### src/rtl/sio_tx_pkg.sv
package sio_tx_pkg;
  typedef enum logic [2:0] {
    ST_IDLE,
    ST_START,
    ST_DATA,
    ST_PAR,
    ST_STOP
  } tx_st_e;
endpackage

### src/rtl/sio_tx_hold.sv
module sio_tx_hold #(
  parameter int DATA_W = 8
) (
  input  logic              clk_i,
  input  logic              rst_ni,
  input  logic              wr_i,
  input  logic [DATA_W-1:0] data_i,
  input  logic              take_i,
  output logic              full_o,
  output logic [DATA_W-1:0] data_o
);
  always_ff @(posedge clk_i or negedge rst_ni) begin
    if (!rst_ni) begin
      full_o <= 1'b0;
      data_o <= '0;
    end else if (wr_i) begin
      full_o <= 1'b1;
      data_o <= data_i;
    end else if (take_i) begin
      full_o <= 1'b0;
    end
  end
endmodule

### src/rtl/sio_tx_stop.sv
module sio_tx_stop #(
  parameter int OVS = 16,
  parameter int CW  = 6
) (
  input  logic          x1_i,
  input  logic [1:0]    len_i,
  input  logic [3:0]    sel_i,
  output logic [CW-1:0] ticks_o
);
  localparam logic [CW-1:0] BASE_LONG  = CW'(OVS + 1);
  localparam logic [CW-1:0] BASE_SHORT = CW'(OVS / 2 + 1);

  always_comb begin
    if (x1_i)
      ticks_o = sel_i[3] ? CW'(2) : CW'(1);
    else if (len_i == 2'd0 || sel_i[3])
      ticks_o = BASE_LONG + CW'(sel_i);
    else
      ticks_o = BASE_SHORT + CW'(sel_i);
  end
endmodule

### src/rtl/sio_tx_shift.sv
module sio_tx_shift
  import sio_tx_pkg::*;
#(
  parameter int DATA_W = 8,
  parameter int OVS    = 16,
  parameter int CW     = 6,
  parameter int NB_W   = 4
) (
  input  logic              clk_i,
  input  logic              rst_ni,
  input  logic              tick_i,
  input  logic              ld_i,
  input  logic [DATA_W-1:0] ld_data_i,
  input  logic [NB_W-1:0]   ld_nbits_i,
  input  logic              ld_par_en_i,
  input  logic              ld_par_odd_i,
  input  logic [CW-1:0]     ld_stop_i,
  input  logic              ld_x1_i,
  output logic              busy_o,
  output logic              txd_o
);
  tx_st_e            st_q;
  logic [CW-1:0]     cnt_q;
  logic [DATA_W-1:0] sh_q;
  logic [NB_W-1:0]   left_q;
  logic              par_q, par_en_q, x1_q;
  logic [CW-1:0]     stop_q;
  logic [DATA_W-1:0] mask;
  logic              par_nxt;
  logic [CW-1:0]     bt;
  logic              bit_end, stop_end;

  always_comb begin
    for (int i = 0; i < DATA_W; i++) mask[i] = (NB_W'(i) < ld_nbits_i);
    par_nxt = (^(ld_data_i & mask)) ^ ld_par_odd_i;
  end

  assign bt       = x1_q ? CW'(1) : CW'(OVS);
  assign bit_end  = tick_i && (cnt_q == bt - CW'(1));
  assign stop_end = tick_i && (cnt_q == stop_q - CW'(1));

  always_ff @(posedge clk_i or negedge rst_ni) begin
    if (!rst_ni) begin
      st_q     <= ST_IDLE;
      cnt_q    <= '0;
      sh_q     <= '0;
      left_q   <= '0;
      par_q    <= 1'b0;
      par_en_q <= 1'b0;
      x1_q     <= 1'b0;
      stop_q   <= CW'(1);
    end else begin
      unique case (st_q)
        ST_IDLE: if (ld_i) begin
          st_q     <= ST_START;
          cnt_q    <= '0;
          sh_q     <= ld_data_i;
          left_q   <= ld_nbits_i;
          par_q    <= par_nxt;
          par_en_q <= ld_par_en_i;
          x1_q     <= ld_x1_i;
          stop_q   <= ld_stop_i;
        end
        ST_START: begin
          if (bit_end) begin
            st_q  <= ST_DATA;
            cnt_q <= '0;
          end else if (tick_i) cnt_q <= cnt_q + CW'(1);
        end
        ST_DATA: begin
          if (bit_end) begin
            cnt_q  <= '0;
            sh_q   <= sh_q >> 1;
            left_q <= left_q - NB_W'(1);
            if (left_q == NB_W'(1)) st_q <= par_en_q ? ST_PAR : ST_STOP;
          end else if (tick_i) cnt_q <= cnt_q + CW'(1);
        end
        ST_PAR: begin
          if (bit_end) begin
            st_q  <= ST_STOP;
            cnt_q <= '0;
          end else if (tick_i) cnt_q <= cnt_q + CW'(1);
        end
        ST_STOP: begin
          if (stop_end) begin
            st_q  <= ST_IDLE;
            cnt_q <= '0;
          end else if (tick_i) cnt_q <= cnt_q + CW'(1);
        end
        default: st_q <= ST_IDLE;
      endcase
    end
  end

  always_comb begin
    unique case (st_q)
      ST_START: txd_o = 1'b0;
      ST_DATA:  txd_o = sh_q[0];
      ST_PAR:   txd_o = par_q;
      default:  txd_o = 1'b1;
    endcase
  end

  assign busy_o = (st_q != ST_IDLE);
endmodule

### src/rtl/sio_tx_rts.sv
module sio_tx_rts #(
  parameter int OVS = 16,
  parameter int CW  = 6
) (
  input  logic clk_i,
  input  logic rst_ni,
  input  logic tick_i,
  input  logic x1_i,
  input  logic set_i,
  input  logic clr_i,
  input  logic arm_i,
  output logic rts_o
);
  logic          run_q;
  logic [CW-1:0] cnt_q;
  logic [CW-1:0] bt;

  assign bt = x1_i ? CW'(1) : CW'(OVS);

  always_ff @(posedge clk_i or negedge rst_ni) begin
    if (!rst_ni) begin
      rts_o <= 1'b0;
      run_q <= 1'b0;
      cnt_q <= '0;
    end else if (set_i) begin
      rts_o <= 1'b1;
      run_q <= 1'b0;
    end else if (clr_i) begin
      rts_o <= 1'b0;
      run_q <= 1'b0;
    end else if (arm_i) begin
      run_q <= 1'b1;
      cnt_q <= '0;
    end else if (run_q && tick_i) begin
      // one bit time after drain, then negate
      if (cnt_q == bt - CW'(1)) begin
        rts_o <= 1'b0;
        run_q <= 1'b0;
      end else cnt_q <= cnt_q + CW'(1);
    end
  end
endmodule

### src/rtl/sio_tx.sv
module sio_tx #(
  parameter int DATA_W = 8,
  parameter int OVS    = 16,
  parameter int SYNC_N = 2
) (
  input  logic              clk_i,
  input  logic              rst_ni,
  input  logic              tick_i,
  input  logic              x1_mode_i,
  input  logic              wr_i,
  input  logic [DATA_W-1:0] wdata_i,
  input  logic              tx_en_i,
  input  logic              tx_dis_i,
  input  logic              rts_set_i,
  input  logic              rts_clr_i,
  input  logic              cts_gate_i,
  input  logic              rts_auto_i,
  input  logic [3:0]        stop_sel_i,
  input  logic [1:0]        char_len_i,
  input  logic              par_en_i,
  input  logic              par_odd_i,
  input  logic              cts_ni,
  output logic              txd_o,
  output logic              txrdy_o,
  output logic              txemt_o,
  output logic              rts_o
);
  localparam int CW   = $clog2(2 * OVS + 1);
  localparam int NB_W = $clog2(DATA_W + 1);

  logic              en_q, pend_q;
  logic              hold_full, busy, ld, wr_acc, drain_done, cts_sync;
  logic [DATA_W-1:0] hold_data;
  logic [CW-1:0]     stop_ticks;
  logic [NB_W-1:0]   nbits;
  logic [SYNC_N-1:0] cts_sq;

  // clear-to-send synchronizer, resets to negated
  always_ff @(posedge clk_i or negedge rst_ni) begin
    if (!rst_ni) cts_sq <= '1;
    else         cts_sq <= {cts_sq[SYNC_N-2:0], cts_ni};
  end
  assign cts_sync = cts_sq[SYNC_N-1];

  assign drain_done = pend_q && !busy && !hold_full;

  always_ff @(posedge clk_i or negedge rst_ni) begin
    if (!rst_ni) begin
      en_q   <= 1'b0;
      pend_q <= 1'b0;
    end else if (tx_dis_i) begin
      pend_q <= en_q;
    end else if (tx_en_i) begin
      en_q   <= 1'b1;
      pend_q <= 1'b0;
    end else if (drain_done) begin
      en_q   <= 1'b0;
      pend_q <= 1'b0;
    end
  end

  assign txrdy_o = en_q && !pend_q && !hold_full;
  assign txemt_o = en_q && !busy && !hold_full;
  assign wr_acc  = wr_i && txrdy_o;
  assign ld      = hold_full && !busy && (!cts_gate_i || !cts_sync);
  assign nbits   = NB_W'(5) + NB_W'(char_len_i);

  sio_tx_hold #(.DATA_W(DATA_W)) u_hold (
    .clk_i  (clk_i),
    .rst_ni (rst_ni),
    .wr_i   (wr_acc),
    .data_i (wdata_i),
    .take_i (ld),
    .full_o (hold_full),
    .data_o (hold_data)
  );

  sio_tx_stop #(.OVS(OVS), .CW(CW)) u_stop (
    .x1_i    (x1_mode_i),
    .len_i   (char_len_i),
    .sel_i   (stop_sel_i),
    .ticks_o (stop_ticks)
  );

  sio_tx_shift #(.DATA_W(DATA_W), .OVS(OVS), .CW(CW), .NB_W(NB_W)) u_shift (
    .clk_i        (clk_i),
    .rst_ni       (rst_ni),
    .tick_i       (tick_i),
    .ld_i         (ld),
    .ld_data_i    (hold_data),
    .ld_nbits_i   (nbits),
    .ld_par_en_i  (par_en_i),
    .ld_par_odd_i (par_odd_i),
    .ld_stop_i    (stop_ticks),
    .ld_x1_i      (x1_mode_i),
    .busy_o       (busy),
    .txd_o        (txd_o)
  );

  sio_tx_rts #(.OVS(OVS), .CW(CW)) u_rts (
    .clk_i  (clk_i),
    .rst_ni (rst_ni),
    .tick_i (tick_i),
    .x1_i   (x1_mode_i),
    .set_i  (rts_set_i),
    .clr_i  (rts_clr_i),
    .arm_i  (drain_done && rts_auto_i),
    .rts_o  (rts_o)
  );
endmodule

### config.mk
export PLATFORM = sky130hd
export DESIGN_NAME = sio_tx
export DESIGN_NICKNAME = d
export VERILOG_FILES = /design/src/rtl/sio_tx_pkg.sv /design/src/rtl/sio_tx_hold.sv /design/src/rtl/sio_tx_stop.sv /design/src/rtl/sio_tx_shift.sv /design/src/rtl/sio_tx_rts.sv /design/src/rtl/sio_tx.sv
export SDC_FILE = /design/constraint.sdc
export NUM_CORES = 1
export LEC_CHECK = 0
export ABC_AREA = 1
export ABC_CLOCK_PERIOD_IN_PS = 1900
export CORE_ASPECT_RATIO = 0.7
export CORE_MARGIN = 4
export CORE_UTILIZATION = 33
export DETAILED_ROUTE_END_ITERATION = 6
export PLACE_DENSITY = 0.54
export SLEW_MARGIN = 20
export SYNTH_ARGS = -nofsm -noshare
export SYNTH_HDL_FRONTEND = slang
export SYNTH_HIERARCHICAL = 1
export SYNTH_SLANG_ARGS = --single-unit
### constraint.sdc
create_clock -name clk_i -period 1.9 [get_ports clk_i]
set_input_delay 0.475 -clock clk_i [delete_from_list [all_inputs] [get_ports clk_i]]
set_output_delay 0.475 -clock clk_i [all_outputs]
set_load 0.02 [all_outputs]
==> results.yml <==
die:
  die_area_um2: 11980
  die_w_um: 129.1
  core_um2: 9834
  die_height_um: 92.78
  num_rows: 30
  ios: 32
  start_util: 0.3445
layout:
  regArea_um2: 1280
  multi_input_area_um2: 1868
  syn2layout_area_growth_pct: 28.18
  final_cells: 677
  finalInstanceArea_um2: 4343
  num_antenna_cells: 0
  fin_nets: 583
  layout-drive-gt1-share: 0.2149
  fillCellCount: 1021
cts:
  cts.clk_slew.worst_paths_ps: 70
  htreeDepth: 2
  cts.sinks: 51
  numCtsBuffers: 5
  cts_tree: "done"
  clockRootBuffer: "clkbuf_16"
  ctsHoldBuffers: 0
  clk-insertion-delay-late_ps: 290
  cts.path.max_buffers: 2
sta:
  clock_skew_ps: 5.393
  slew_viol_final: 0
  fmax_ghz: 0.5352
  final-setup-viol-count: 0
  rsz0062_at_grt: "yes"
  hold_viol_final: 0
  tightestPinTransition_ps: 431.1
  final.min_clock_period_ps: 1868
  period_share: 0.9833
  slew_headroom: 0.7126
job:
  maxCapViolations: 0
logic_synthesis:
  yosys-top-cells-area: "dfrtp_1 35%, nand2_1 20%, inv_1 7.1%, nand3_1 4.7%, nor2_1 4.5%"
  syn_area_um2: 3388
  yosys.area.top_type: "dfrtp_1"
  synth_cell_types: 37
  synth_cells: 480
  avgSynthCellArea_um2: 7.059
  ys_seq_area_frac: 0.3778
  synth_warnings: 6
  synth_top_area_share: 0.3545
  ys_ff_latch: 51
  syn-num-nets: 515
global_route:
  grt_pass1_vias: 2908
  grtUsageTotal: 0.1408
  grt_antenna_before_repair: 0
  grt_pass1_wl_mm: 13.64
  grt_max_degree: 21
  grt-ovfl-total: 0
worst_setup_path:
  path_class: "reg -> out"
  arrival_ps: 1390
  critical_path.endpoint_type: "primary output"
  start_kind: "flop"
  rr_startpoint: "u_shift/stop_q[0]$_DFFE_PN1P_"
  cp_max_fo: 3
  required_ps: 1420
  r2r_cells: 12
  startpoint: "u_shift/st_q[1]$_DFFE_PN0P_"
  ff2ff_setup_slack_ps: 110
place:
  numPlacedInstances: 665
  dp_hpwl_mm: 6.310
  place_congestion: 0.8351
  portBuffers: 31
  place_area_um2: 4060
drt:
  drc_errors: 0
  via_count: 3109
  drt_wl_total_mm: 8.094
  viasPerCell: 4.592
  drtIter0Drc: 114
  wl_per_cell_um: 11.96
  drt_first_pass_iters: 4
  antenna_left: 0
min_path:
  hold_class: "in -> async"
power:
  power_density_nw_per_um2: 1349
  power.leakage_nw: 2.203
  irDropWorstVdd_mv: 0.5306
outcome:
  status: "completed"
==> cells by family after synthesis <==
group	share of synthesized area
xor+xnor	0.01551
flops	0.3778
compound gates	0.1182
fa+ha+maj	0.02585
simple gates	0.3667
buf+inv	0.09601
==> Yosys cell counts <==
library cell / instances
xnor2_1: 2
inv_1: 64
nor2_4: 3
a21oi_1: 8
o211ai_1: 3
inv_2: 5
a21oi_2: 1
nor2_2: 3
buf_2: 2
o211ai_2: 5
ha_1: 7
o21ai_2: 5
a21boi_0: 1
o21ai_0: 28
buf_8: 2
a21oi_4: 1
a31oi_1: 1
nor2_1: 41
dfstp_2: 3
nand2_4: 5
o31ai_2: 1
nor3b_1: 1
or2_2: 1
o21a_1: 1
o21bai_2: 1
nand4_1: 6
buf_6: 1
buf_4: 2
nand3_1: 32
nand3_2: 2
nand2_1: 177
xor2_1: 4
a31oi_4: 1
dfrtp_1: 48
nand2_2: 7
nor3_2: 3
nor3_1: 2
==> area by class of cell <==
class,instances,share of cell area
clock buffers,5,0.02881
clock inverters,3,0.006338
inverters,69,0.05964
multi-input cells,353,0.4301
flip-flops and latches,51,0.2947
well taps,128,0.03688
repair buffers,68,0.1435
==> registers in the layout, summed over array words and instances, names as in the netlist, 2 cells and up <==
name / count
u_rts/cnt_q: 6
u_shift/cnt_q: 6
cts_sq: 2
u_shift/sh_q: 8
u_shift/st_q: 3
u_shift/stop_q: 6
u_hold/data_o: 8
u_shift/left_q: 4
==> power by group <==
part	internal (mW)	switching, mW
Clock	0.503	0.445
Combinational	1.26	1.80
Sequential	1.48	0.367
Total	3.24	2.62
==> critical path: stages, from the launching register on <==
cell     delay [ps]
dfrtp_1         380
buf_4           120
inv_2            30
nor2_2          100
nand2_1          90
o21ai_1         190
buf_2           200
==> final timing paths <==
check	to
min reg2reg	cts_sq[1]$_DFF_PN1_
max reg2reg	u_shift/cnt_q[0]$_DFFE_PN0P_
max	txd_o
min	u_shift/stop_q[1]$_DFFE_PN0P_
max in group asynchronous	u_shift/par_en_q$_DFFE_PN0P_
min in group clk_i	cts_sq[1]$_DFF_PN1_
==> routing by layer <==
layer / global-route usage / share of wire / vias up
met3: 0.02939 / 0.039 / 5
met1: 0.2159 / 0.54 / 1412
met5: 0 / 0 / -
li1: - / - / 1649
met2: 0.1991 / 0.41 / 43
met4: 0.03409 / 0.0073 / 0
==> through the flow <==
step | TNS [ps] | hold slack [ps] | utilization | power (mW) | worst slack [ps]
final | 0 | 116.5 | 0.4416 | 5.857 | 31.68
after global routing | -363.8 | 144.5 | 0.4416 | 6.412 | -59.87
after CTS | -167.0 | 123.4 | 0.4309 | 5.669 | -167.0
after detailed placement | -1905 | 348.1 | 0.4129 | 4.703 | -425.3
after global placement | -1475 | 347.1 | 0.4129 | 4.628 | -296.4
after floorplan | 0 | 179.4 | - | 3.770 | 37.66
==> layout by cell type, fill, tap and decap left out, types with 3 or more instances in the layout <==
master and instances:
nor2_4 4, o21ai_2 8, nand2_2 11, xor2_1 4, a21oi_1 7, nand3_1 30, o21ai_1 4, nand3_2 4
nor2_1 36, buf_2 3, clkbuf_16 6, nor2_2 7, nand2_4 6, nor3_2 3, o211ai_1 3, dfrtp_1 48
ha_1 5, inv_1 60, o211ai_2 5, clkdlybuf4s50_1 25, inv_2 9, dfstp_2 3, nand4_1 6, o21ai_0 21
nand2_1 172, buf_4 32
==> timing repair <==
action,4_1_cts,5_1_grt
cloned,0,1
pin swaps,3,10
setup endpoints to repair,6,24
buffers inserted,1,2
gates resized for setup,13,35
(Power assumes the default switching activity.)
